File: src/rtl/tdm_pkg.sv
package tdm_pkg;
  // Frame length in bits for a rate code; codes above 2 saturate at x4.
  function automatic int unsigned frame_bits(input logic [1:0] rate, input int unsigned base);
    return base << ((rate > 2'd2) ? 2 : int'(rate));
  endfunction
endpackage

File: src/rtl/tdm_frame_timer.sv
module tdm_frame_timer #(
  parameter int POS_W     = 12,
  parameter int BIDX_W    = 3,
  parameter int BASE_BITS = 1024
) (
  input  logic             clk,
  input  logic             rst_n,
  input  logic             fs_raw,
  input  logic             fs_inv,
  input  logic             mode2x,
  input  logic [1:0]       rate,
  input  logic [POS_W-1:0] delay,
  output logic [POS_W-1:0] pos,
  output logic [POS_W-1:0] pos_mask,
  output logic [POS_W-1:0] nxt_pos,
  output logic             ph,
  output logic             locked,
  output logic             realign,
  output logic             slot_go,
  output logic             resync
);
  logic [POS_W-1:0] load_val, adv_pos;
  logic fs_prev, fs_act, fs_det, adv_ph, nxt_ph, match;

  always_comb begin
    pos_mask = POS_W'(tdm_pkg::frame_bits(rate, BASE_BITS) - 1);
    fs_act   = fs_raw ^ fs_inv;
    fs_det   = fs_act & ~fs_prev;
    load_val = (~delay + 1'b1) & pos_mask;
    if (mode2x && !ph) begin
      adv_ph  = 1'b1;
      adv_pos = pos;
    end else begin
      adv_ph  = 1'b0;
      adv_pos = (pos + 1'b1) & pos_mask;
    end
    match   = locked && (adv_pos == load_val) && !adv_ph;
    realign = fs_det && !match;
    nxt_pos = fs_det ? load_val : adv_pos;
    nxt_ph  = fs_det ? 1'b0 : adv_ph;
    slot_go = (fs_det || locked) && !nxt_ph && (nxt_pos[BIDX_W-1:0] == '0);
  end

  always_ff @(posedge clk or negedge rst_n) begin
    if (!rst_n) begin
      pos     <= '0;
      ph      <= 1'b0;
      locked  <= 1'b0;
      fs_prev <= 1'b1;
      resync  <= 1'b0;
    end else begin
      fs_prev <= fs_act;
      resync  <= fs_det && locked && !match;
      if (fs_det) locked <= 1'b1;
      if (locked || fs_det) begin
        pos <= nxt_pos;
        ph  <= nxt_ph;
      end
    end
  end


  pos_step_chk: assert property (@(posedge clk) disable iff (!rst_n)
    (locked && !mode2x && !fs_det) |=> pos == (($past(pos) + 1'b1) & $past(pos_mask)));

  half_bit_chk: assert property (@(posedge clk) disable iff (!rst_n)
    (locked && mode2x && !fs_det) |=> ph != $past(ph));
endmodule

File: src/rtl/tdm_rx_lane.sv
module tdm_rx_lane #(
  parameter int POS_W  = 12,
  parameter int BIDX_W = 3,
  parameter int BYTE_W = 8
) (
  input  logic                    clk,
  input  logic                    rst_n,
  input  logic                    rx_in,
  input  logic                    rx_fall,
  input  logic                    locked,
  input  logic                    ph,
  input  logic                    realign,
  input  logic [POS_W-1:0]        pos,
  output logic                    rx_valid,
  output logic [BYTE_W-1:0]       rx_byte,
  output logic [POS_W-BIDX_W-1:0] rx_slot
);
  logic rx_neg, bit_in, samp, primed;
  logic [BYTE_W-1:0] sh;
  logic [BIDX_W-1:0] bidx;

  always_ff @(negedge clk or negedge rst_n) begin
    if (!rst_n) rx_neg <= 1'b0;
    else        rx_neg <= rx_in;
  end

  always_comb begin
    bit_in = rx_fall ? rx_neg : rx_in;
    samp   = locked && !ph;
    bidx   = pos[BIDX_W-1:0];
  end

  always_ff @(posedge clk or negedge rst_n) begin
    if (!rst_n) begin
      sh       <= '0;
      primed   <= 1'b0;
      rx_valid <= 1'b0;
      rx_byte  <= '0;
      rx_slot  <= '0;
    end else begin
      rx_valid <= 1'b0;
      if (realign) begin
        primed <= 1'b0;
      end else if (samp) begin
        sh <= {sh[BYTE_W-2:0], bit_in};
        if (bidx == '0) primed <= 1'b1;
        if (bidx == '1 && primed) begin
          rx_valid <= 1'b1;
          rx_byte  <= {sh[BYTE_W-2:0], bit_in};
          rx_slot  <= pos[POS_W-1:BIDX_W];
        end
      end
    end
  end


  rx_pulse_chk: assert property (@(posedge clk) disable iff (!rst_n)
    rx_valid |=> !rx_valid);

  rx_idle_chk: assert property (@(posedge clk) disable iff (!rst_n)
    !locked |-> !rx_valid);
endmodule

File: src/rtl/tdm_tx_lane.sv
module tdm_tx_lane #(
  parameter int POS_W     = 12,
  parameter int BIDX_W    = 3,
  parameter int BYTE_W    = 8,
  parameter int MAX_SLOTS = 512
) (
  input  logic                    clk,
  input  logic                    rst_n,
  input  logic                    locked,
  input  logic                    ph,
  input  logic                    slot_go,
  input  logic [POS_W-1:0]        pos,
  input  logic [POS_W-1:0]        nxt_pos,
  input  logic [POS_W-1:0]        pos_mask,
  input  logic [MAX_SLOTS-1:0]    tx_mask,
  input  logic                    tx_push,
  input  logic [BYTE_W-1:0]       tx_byte,
  output logic                    tx_ready,
  output logic                    tx_req,
  output logic [POS_W-BIDX_W-1:0] tx_req_slot,
  output logic                    tx_dat,
  output logic                    tx_en
);
  localparam int SLOT_W = POS_W - BIDX_W;
  logic [BYTE_W-1:0] hold, cur;
  logic              hold_full;
  logic [SLOT_W-1:0] slot_mask, slot_now;
  logic [BIDX_W-1:0] bsel;

  always_comb begin
    slot_mask = pos_mask[POS_W-1:BIDX_W];
    slot_now  = pos[POS_W-1:BIDX_W];
    bsel      = BIDX_W'(BYTE_W - 1) - pos[BIDX_W-1:0];
    tx_ready  = !hold_full && !slot_go;
  end

  always_ff @(posedge clk or negedge rst_n) begin
    if (!rst_n) begin
      hold        <= '0;
      hold_full   <= 1'b0;
      cur         <= '1;
      tx_req      <= 1'b0;
      tx_req_slot <= '0;
    end else begin
      tx_req <= 1'b0;
      if (slot_go) begin
        cur         <= hold_full ? hold : '1;
        hold_full   <= 1'b0;
        tx_req      <= 1'b1;
        tx_req_slot <= (nxt_pos[POS_W-1:BIDX_W] + 1'b1) & slot_mask;
      end else if (tx_push && !hold_full) begin
        hold      <= tx_byte;
        hold_full <= 1'b1;
      end
    end
  end

  always_ff @(negedge clk or negedge rst_n) begin
    if (!rst_n) begin
      tx_en  <= 1'b0;
      tx_dat <= 1'b0;
    end else if (!ph) begin
      tx_en  <= locked && tx_mask[slot_now];
      tx_dat <= cur[bsel];
    end
  end


  tx_quiet_chk: assert property (@(posedge clk) disable iff (!rst_n)
    !locked |-> (!tx_en && !tx_req));

  tx_take_chk: assert property (@(posedge clk) disable iff (!rst_n)
    (tx_push && tx_ready) |=> !tx_ready);
endmodule

File: src/rtl/tdm_serial_port.sv
module tdm_serial_port #(
  parameter int BASE_SLOTS = 128,
  parameter int MAX_SLOTS  = 512,
  parameter int BYTE_W     = 8,
  localparam int POS_W     = $clog2(MAX_SLOTS * BYTE_W),
  localparam int BIDX_W    = $clog2(BYTE_W),
  localparam int SLOT_W    = POS_W - BIDX_W
) (
  input  logic               clk,
  input  logic               rst_n,
  input  logic [1:0]         rate,
  input  logic               mode2x,
  input  logic               fs_inv,
  input  logic               rx_fall,
  input  logic [POS_W-1:0]   delay,
  input  logic               fsync,
  input  logic               rx_in,
  output logic               rx_valid,
  output logic [BYTE_W-1:0]  rx_byte,
  output logic [SLOT_W-1:0]  rx_slot,
  input  logic [MAX_SLOTS-1:0] tx_mask,
  output logic               tx_req,
  output logic [SLOT_W-1:0]  tx_req_slot,
  input  logic               tx_push,
  input  logic [BYTE_W-1:0]  tx_byte,
  output logic               tx_ready,
  output logic               tx_dat,
  output logic               tx_en,
  output logic               resync
);
  localparam int BASE_BITS = BASE_SLOTS * BYTE_W;

  logic [POS_W-1:0] pos, pos_mask, nxt_pos;
  logic ph, locked, realign, slot_go;

  tdm_frame_timer #(.POS_W(POS_W), .BIDX_W(BIDX_W), .BASE_BITS(BASE_BITS)) u_timer (
    .clk(clk), .rst_n(rst_n), .fs_raw(fsync), .fs_inv(fs_inv), .mode2x(mode2x),
    .rate(rate), .delay(delay), .pos(pos), .pos_mask(pos_mask), .nxt_pos(nxt_pos),
    .ph(ph), .locked(locked), .realign(realign), .slot_go(slot_go), .resync(resync)
  );

  tdm_rx_lane #(.POS_W(POS_W), .BIDX_W(BIDX_W), .BYTE_W(BYTE_W)) u_rx (
    .clk(clk), .rst_n(rst_n), .rx_in(rx_in), .rx_fall(rx_fall), .locked(locked),
    .ph(ph), .realign(realign), .pos(pos), .rx_valid(rx_valid), .rx_byte(rx_byte),
    .rx_slot(rx_slot)
  );

  tdm_tx_lane #(.POS_W(POS_W), .BIDX_W(BIDX_W), .BYTE_W(BYTE_W), .MAX_SLOTS(MAX_SLOTS)) u_tx (
    .clk(clk), .rst_n(rst_n), .locked(locked), .ph(ph), .slot_go(slot_go), .pos(pos),
    .nxt_pos(nxt_pos), .pos_mask(pos_mask), .tx_mask(tx_mask), .tx_push(tx_push),
    .tx_byte(tx_byte), .tx_ready(tx_ready), .tx_req(tx_req), .tx_req_slot(tx_req_slot),
    .tx_dat(tx_dat), .tx_en(tx_en)
  );


  resync_lock_chk: assert property (@(posedge clk) disable iff (!rst_n)
    resync |=> !resync);
endmodule

File: config.mk
export PLATFORM = sky130hd
export DESIGN_NAME = tdm_serial_port
export DESIGN_NICKNAME = d
export VERILOG_FILES = /design/src/rtl/tdm_pkg.sv /design/src/rtl/tdm_frame_timer.sv /design/src/rtl/tdm_rx_lane.sv /design/src/rtl/tdm_tx_lane.sv /design/src/rtl/tdm_serial_port.sv
export SDC_FILE = /design/constraint.sdc
export NUM_CORES = 1
export LEC_CHECK = 0
export BUFFER_PORTS_ARGS = -buffer_cell sky130_fd_sc_hd__buf_2
export CORE_AREA = 3 3 220 222
export CTS_CLUSTER_DIAMETER = 200
export CTS_CLUSTER_SIZE = 30
export DETAILED_ROUTE_END_ITERATION = 8
export DIE_AREA = 0 0 223 225
export SLEW_MARGIN = 20
export SYNTH_ARGS = -nofsm -noshare
export SYNTH_HDL_FRONTEND = slang
export SYNTH_HIERARCHICAL = 1
export SYNTH_SLANG_ARGS = --single-unit
File: constraint.sdc
create_clock -name clk -period 8 [get_ports clk]
set_clock_uncertainty 0.05 [all_clocks]
set_input_delay 0.4 -clock clk [delete_from_list [all_inputs] [get_ports clk]]
set_output_delay 0.4 -clock clk [all_outputs]
set_load 0.01 [all_outputs]
==> results.cfg, run 1 <==
[clocking]
cts_hold_buf = 1
clockBufferDepth = 2
htreeDepth = 3
clockRootBuffer = clkbuf_16
cts_tree = done
clkLatencyLatePin_ns = 0.33
cts.reportedPaths.clkPinSlew_ns = 0.06
cts_buffers = 9
cts_setup_buffers = 0
cts_sinks = 72
cts_resized = 0

[grt]
grt_max_degree = 56
grt-ovfl-total = 0
grt_pass1_vias = 9706
antenna_found_initial = 11
grt_pass1_wl_mm = 64.1
track_usage = 0.170

[setup_path]
endpoint_kind = flop
critPathArrivalTime_ns = 3.49
critPathBufInv = 2
worstPathMaxFanout = 31
cp_top_family = compound AO/OA/AOI/OAI gates
path_cells = buf_12 > mux4_2 > a221oi_1 > a211oi_1 > o311ai_0 > buf_4 > a211oi_2
worstSetupPathType = reg -> reg
worstSetupStartpointType = flop
cpPeakStageDelay_ns = 0.81
critPathSlowestCell = dfrtp_4
required_ns = 4.12

[job]
maxCapViolCount = 0

[sta]
final.setup.tns_ns = 0
timing.final.ws_setup_ns = 0.630
worst_pin_slew_ns = 1.08
relSlewSlack = 0.279
finalHoldViolations = 0
rsz0062_at_grt = false
drv_slew = 0
setup_viol = 0

[route]
ant_nets = 0
drtIter0Drc = 667
drc = 0
drt_pre_antenna_iters = 5
via_count = 9309
wl_per_cell_um = 23.5
wl_mm = 45.6
via_per_inst = 4.80

[floorplanning]
die_x_um = 223
initial_core_util = 0.182
die_y_um = 225
rows = 79
fp.coreArea_mm2 = 0.0466
dieArea_mm2 = 0.0502
pin_count = 574

[hold_path]
min_path_type = in -> reg

[cells_and_area]
layout_common_cells = buf_2, mux4_2, mux2i_1
nNetsFinal = 1869
multi_input_area_mm2 = 0.00610
regArea_mm2 = 0.00182
syn_to_final_growth_pct = 43.8
final_common_cell = buf_2
fillCellCount = 4975
post_route_cells_drive_above_1_share = 0.588

[power_and_ir_drop]
power.density_mw_per_mm2 = 297
peakVddDrop_uv = 203
leakagePower_uw = 0.00554

[place]
hpwl_mm = 38.4
post-place-ws_ns = 0.480
port_buffers = 573
place_congestion = 0.879

[run_status]
outcome = complete, no violations

[yosys]
syn_area_mm2 = 0.00849
yosys_warnings = 6
avgSynthCellArea_um2 = 10.9
postSynthCellCount = 780
-- final timing paths --
path,start,end,slack (ns),depth (start not counted)
setup / recovery,u_timer/pos[3],u_tx/tx_en,0.63,7
hold / removal,fsync,u_timer/fs_prev,0.19,2
setup reg to reg,u_timer/pos[3],u_tx/tx_en,0.63,7
hold reg to reg,u_tx/tx_dat,u_tx/tx_dat,0.39,2
max in group asynchronous,rst_n,u_tx/tx_en,3.29,2
min in group asynchronous,rst_n,u_rx/rx_byte[0],0.45,2
-- stage by stage --
step | utilization | std cells | power (µW) | cell area (µm²) | hold WS, ns
final | 0.262 | 1940 | 3620 | 12200 | 0.185
after global placement | 0.255 | 1919 | 3220 | 11900 | 0.278
after detailed placement | 0.255 | 1919 | 3250 | 11900 | 0.280
after CTS | 0.262 | 1936 | 3700 | 12200 | 0.172
after floorplan | - | 786 | 2440 | 8510 | 0.0544
after global routing | 0.262 | 1938 | 3890 | 12200 | 0.180
-- layout make-up --
cell class              instances  area share
repair buffers                599       0.254
diodes                          4    0.000820
clock buffers                  11      0.0191
well taps                     607      0.0622
multi-input cells             616       0.499
inverters                      26     0.00799
clock inverters                 5     0.00666
flip-flops and latches         72       0.149
-- routing by layer --
metal / track usage / vias to the layer above / share of wire
li1: - / 4182 / -
met1: 0.208 / 4614 / 0.39
met2: 0.319 / 451 / 0.53
met3: 0.0296 / 56 / 0.069
met4: 0.0258 / 6 / 0.013
met5: 0 / - / 0.0012
-- flip-flops by register name (all words and copies together) (netlist names) --
| name | count |
|---|---|
| u_rx/rx_byte | 8 |
| u_tx/tx_dat | 1 |
| u_timer/resync | 1 |
| u_rx/rx_slot | 9 |
| u_timer/locked | 1 |
| u_tx/tx_en | 1 |
| u_tx/hold | 8 |
| u_timer/ph | 1 |
| u_timer/pos | 12 |
| u_tx/tx_req_slot | 9 |
| u_rx/primed | 1 |
| u_tx/hold_full | 1 |
| u_timer/fs_prev | 1 |
| u_tx/cur | 8 |
| u_rx/rx_valid | 1 |
| u_tx/tx_req | 1 |
| u_rx/rx_neg | 1 |
| u_rx/sh | 7 |
-- where the power goes --
group	switching (µW)	internal, µW
combinational	1250	1180
clock	156	273
sequential	223	532
total	1630	1990
(Power assumes the default switching activity.)
==> run 2: changes to the inputs <==
Settings changed: BUFFER_PORTS_ARGS -buffer_cell sky130_fd_sc_hd__buf_2 to default, DONT_BUFFER_PORTS from default to 1.
==> run 2 against run 1 <==
  * Largest power group unchanged
  * Power decreased by 6.2%
  * Clock power decreased by 13%
  * Sequential share of layout area increased by 4.5 points
  * Global-route usage decreased by 1.5 points
  * Wire length decreased by 6.5%
==> results.cfg, run 2 (same netlist as run 1, synthesis figures left out) <==
[setup_path]
r2r_setup_slack_ns = 0.75
critPathArrivalTime_ns = 3.37
required_ns = 4.12
worstSetupStartpointType = flop
timing.rr.start = u_timer/pos[3]
r2r_end = u_tx/tx_en
endpoint_kind = flop
reg2reg_depth = 7
worstPathMaxFanout = 44
worstSetupPathType = reg -> reg

[clocking]
cts_setup_buffers = 0
cts_buffers = 9
clkLatencyLatePin_ns = 0.34
cts_tree = done
cts.reportedPaths.clkPinSlew_ns = 0.07
clockBufferDepth = 2
htreeDepth = 3
clockRootBuffer = clkbuf_16
cts_hold_buf = 2
cts_resized = 0
cts_sinks = 72

[sta]
drv_slew = 0
rsz0062_at_grt = false
setup_viol = 0
whs_ns = 0.0881
finalHoldViolations = 0
final.setup.tns_ns = 0
relSlewSlack = 0.386
worst_pin_slew_ns = 0.913

[route]
wl_mm = 42.6
ant_nets = 0
via_count = 7214
via_per_inst = 5.26
drtIter0Drc = 723
wl_per_cell_um = 31.1
drt_pre_antenna_iters = 5
drc = 0

[floorplanning]
rows = 79
fp.coreArea_mm2 = 0.0466
dieArea_mm2 = 0.0502
die_x_um = 223
initial_core_util = 0.182
die_y_um = 225
pin_count = 574

[run_status]
outcome = complete, no violations

[place]
place_congestion = 0.897
port_buffers = 0
place_area_mm2 = 0.00904
hpwl_mm = 35.2
numPlacedInstances = 1345

[grt]
grtUsageMet1 = 0.188
grt_pass1_vias = 7337
grt_pass1_wl_mm = 56.3
antenna_found_initial = 16
grt_max_degree = 70
met3_usage = 0.0397
grt_busiest_layer = met2
met2_usage = 0.284
track_usage = 0.156
grt-ovfl-total = 0

[power_and_ir_drop]
peakVddDrop_uv = 168
total_power_uw = 3400
power.density_mw_per_mm2 = 362
leakagePower_uw = 0.00328

[cells_and_area]
stdcell_area_mm2 = 0.00938
fillCellCount = 5054
largest_register = u_timer/pos
largest_register_ffs = 12
syn_to_final_growth_pct = 10.5
final_common_cell = mux4_2
post_route_cells_drive_above_1_share = 0.279
multi_input_area_mm2 = 0.00610
regArea_mm2 = 0.00182
reg_top3 = u_timer/pos x12, u_rx/rx_slot x9, u_tx/tx_req_slot x9
nNetsFinal = 1297
instances_no_fill = 1372
layout_common_cells = mux4_2, mux2i_1, dfrtp_1

[hold_path]
min_from = fsync
hold_end = u_timer/fs_prev
whs_path_depth = 1
min_path_type = in -> reg

[job]
maxCapViolCount = 0
run 2: cell types whose count changed in the layout (fill, tap and decap cells not counted), sizes merged:
cell    before  now
inv         25   27
clkinv       3    4
bufinv       2    0
buf        598   26
clkbuf      11   10
diode        4    8
run 2: worst max path at each step:
stage,start,endpoint,slack [ns],depth (start not counted)
floorplan,u_timer/pos[3],u_tx/tx_en,1.55,8
global placement,u_timer/pos[3],u_tx/tx_en,0.67,6
detailed placement,u_timer/pos[3],u_tx/tx_en,0.65,7
CTS,u_timer/pos[3],u_tx/tx_en,0.63,7
global route,u_timer/pos[3],u_tx/tx_en,0.55,7
finish,u_timer/pos[3],u_tx/tx_en,0.75,7
run 2: power by group:
group	switching, µW	internal, µW	total, µW
combinational	1130	1070	2190
sequential	299	532	831
clock	162	212	373
total	1590	1810	3400
run 2: layout make-up:
type | instances | share of cell area
antenna | 8 | 0.00213
clock buffer | 10 | 0.0244
clock inverter | 6 | 0.00467
inverter | 26 | 0.0104
multi-input combinational | 616 | 0.650
sequential | 72 | 0.194
tap | 607 | 0.0810
timing repair buffer | 27 | 0.0328
run 2: critical path, cell delays in order, from the launching register on:
cell and delay, ns:
dfrtp_4 0.95, buf_12 0.36, mux4_2 0.59, a211oi_1 0.29, a21oi_1 0.06, o22ai_1 0.42
o32a_1 0.26, a211oi_2 0.07
run 2: stage by stage:
| stage | util | worst slack [ns] |
|---|---|---|
| detailed placement | 0.194 | 0.653 |
| global route | 0.201 | 0.548 |
| finish | 0.202 | 0.750 |
| CTS | 0.201 | 0.626 |
| floorplan | - | 1.55 |
| global placement | 0.194 | 0.669 |
run 2: per-layer routing:
metal  vias to the layer above  routed length, µm
met5                         -                 80
met4                        12                439
met3                        43               3320
met2                       458              22300
met1                      3652              16500
li1                       3049                  -
==> run 3: changes to the inputs <==
Settings changed: CTS_BUF_LIST from default to sky130_fd_sc_hd__clkbuf_8.
==> run 3 against run 2 <==
  * Worst setup slack got worse by 0.015 ns
  * Wire length about the same
  * Critical path type unchanged
  * Largest power group unchanged
  * Largest cell class unchanged
  * Sequential share of layout area is 0.20 points higher
  * Via count rose by 0.64%
  * Die area did not move
  * Count of clock-buffer cells in the layout is 1 lower
  * Highest routed layer unchanged
==> results.cfg, run 3 (same netlist as run 1, synthesis figures left out) <==
[clocking]
cts_resized = 0
cts_hold_buf = 2
cts_tree = done
clockBufferDepth = 2
clkLatencyLatePin_ns = 0.36
cts_sinks = 72
clockRootBuffer = clkbuf_8
htreeDepth = 3
cts.reportedPaths.clkPinSlew_ns = 0.09
cts_buffers = 9
cts_setup_buffers = 0

[setup_path]
r2r_end = u_tx/tx_en
startpoint = u_timer/pos[3]
worstSetupPathType = reg -> reg
critPathCapture = u_tx/tx_en
reg2reg_depth = 7
endpoint_kind = flop
r2r_setup_slack_ns = 0.73
worstPathMaxFanout = 44
cp_top_family = compound AO/OA/AOI/OAI gates
cp.depth = 7
critPathArrivalTime_ns = 3.39
required_ns = 4.12
cpPeakStageDelay_ns = 0.96
worstSetupStartpointType = flop
path_cells = buf_12 > mux4_2 > a211oi_1 > a21oi_1 > o22ai_1 > o32a_1 > a211oi_2
timing.rr.start = u_timer/pos[3]
critPathSlowestCell = dfrtp_4
critPathBufInv = 1

[floorplanning]
pin_count = 574
fp.coreArea_mm2 = 0.0466
initial_core_util = 0.182
rows = 79
die_y_um = 225
die_x_um = 223
dieArea_mm2 = 0.0502

[grt]
grt_pass1_wl_mm = 56.3
grt_pass1_vias = 7333
track_usage = 0.156
antenna_found_initial = 16
grt-ovfl-total = 0
grt_max_degree = 70

[power_and_ir_drop]
combPwrFrac = 0.667
intPower_uw = 1710
power.density_mw_per_mm2 = 354
p_seq_frac = 0.253
peakVddDrop_uv = 145
p_clk_frac = 0.080
switchingPower_uw = 1580
power_switching_share = 0.480
leakagePower_uw = 0.00323

[cells_and_area]
largest_register = u_timer/pos
multi_input_area_mm2 = 0.00610
nNetsFinal = 1297
syn_to_final_growth_pct = 9.37
reg_top3 = u_timer/pos x12, u_rx/rx_slot x9, u_tx/tx_req_slot x9
final_util = 0.199
layout_common_cells = mux4_2, mux2i_1, dfrtp_1
fillCellCount = 5064
stdcell_area_mm2 = 0.00929
post_route_cells_drive_above_1_share = 0.279
regArea_mm2 = 0.00182
final_common_cell = mux4_2
largest_register_ffs = 12

[sta]
final.setup.tns_ns = 0
setup_viol = 0
worst_pin_slew_ns = 0.910
relSlewSlack = 0.388
rsz0062_at_grt = false
drv_slew = 0
finalHoldViolations = 0

[place]
place_area_mm2 = 0.00904
port_buffers = 0
hpwl_mm = 35.2
place_congestion = 0.897

[job]
maxCapViolCount = 0

[route]
drtIter0Drc = 629
via_count = 7260
drt_pre_antenna_iters = 4
wl_per_cell_um = 31.0
via_per_inst = 5.28
wl_mm = 42.6
drc = 0
ant_nets = 0

[hold_path]
min_path_type = in -> reg

[run_status]
outcome = complete, no violations
[run 3: cell count changes in the layout (fill, tap and decap cells not counted), sizes merged]
cell and delta:
diode +2, clkbuf -1, inv +1
[run 3: worst min-delay path by stage]
stage               startpoint         endpoint  depth (start not counted)
floorplan                rst_n      u_rx/primed                          0
CTS                      fsync  u_timer/fs_prev                          1
detailed placement       rst_n  u_rx/rx_byte[0]                          0
finish                   fsync  u_timer/fs_prev                          1
global route             fsync  u_timer/fs_prev                          1
global placement         rst_n  u_rx/rx_byte[1]                          0
[run 3: final cells by class]
class,instances,share of cell area
multi-input combinational,616,0.657
timing repair buffer,27,0.0331
inverter,26,0.0105
tap,607,0.0818
sequential,72,0.196
clock inverter,7,0.00512
antenna,10,0.00270
clock buffer,9,0.0133
[run 3: power groups by stage]
stage	clock, µW	sequential (µW)	combinational [µW]
after floorplan	0	664	1780
after detailed placement	0	852	2200
after global placement	0	847	2170
after global routing	289	872	2360
final	263	832	2190
after CTS	275	849	2220
[run 3: stage by stage]
stage	std cells	total power (µW)	hold WS (ns)	worst slack (ns)
floorplan	786	2440	0.0544	1.55
global placement	1345	3020	0.0565	0.669
detailed placement	1345	3050	0.0561	0.653
CTS	1363	3350	0.0267	0.597
global route	1366	3520	0.0314	0.515
finish	1374	3290	0.0595	0.735
[run 3: worst reg2reg max path: stages, from the launching register on]
cell and delay, ns:
dfrtp_4 0.96, buf_12 0.38, mux4_2 0.60, a211oi_1 0.28, a21oi_1 0.06, o22ai_1 0.41, o32a_1 0.26, a211oi_2 0.07
[run 3: layer usage]
metal / track usage / part of all wire / vias to the layer above
met5: 0 / 0.0016 / -
met4: 0.0217 / 0.011 / 10
met3: 0.0409 / 0.080 / 49
met2: 0.284 / 0.52 / 466
met1: 0.188 / 0.38 / 3690
li1: - / - / 3045
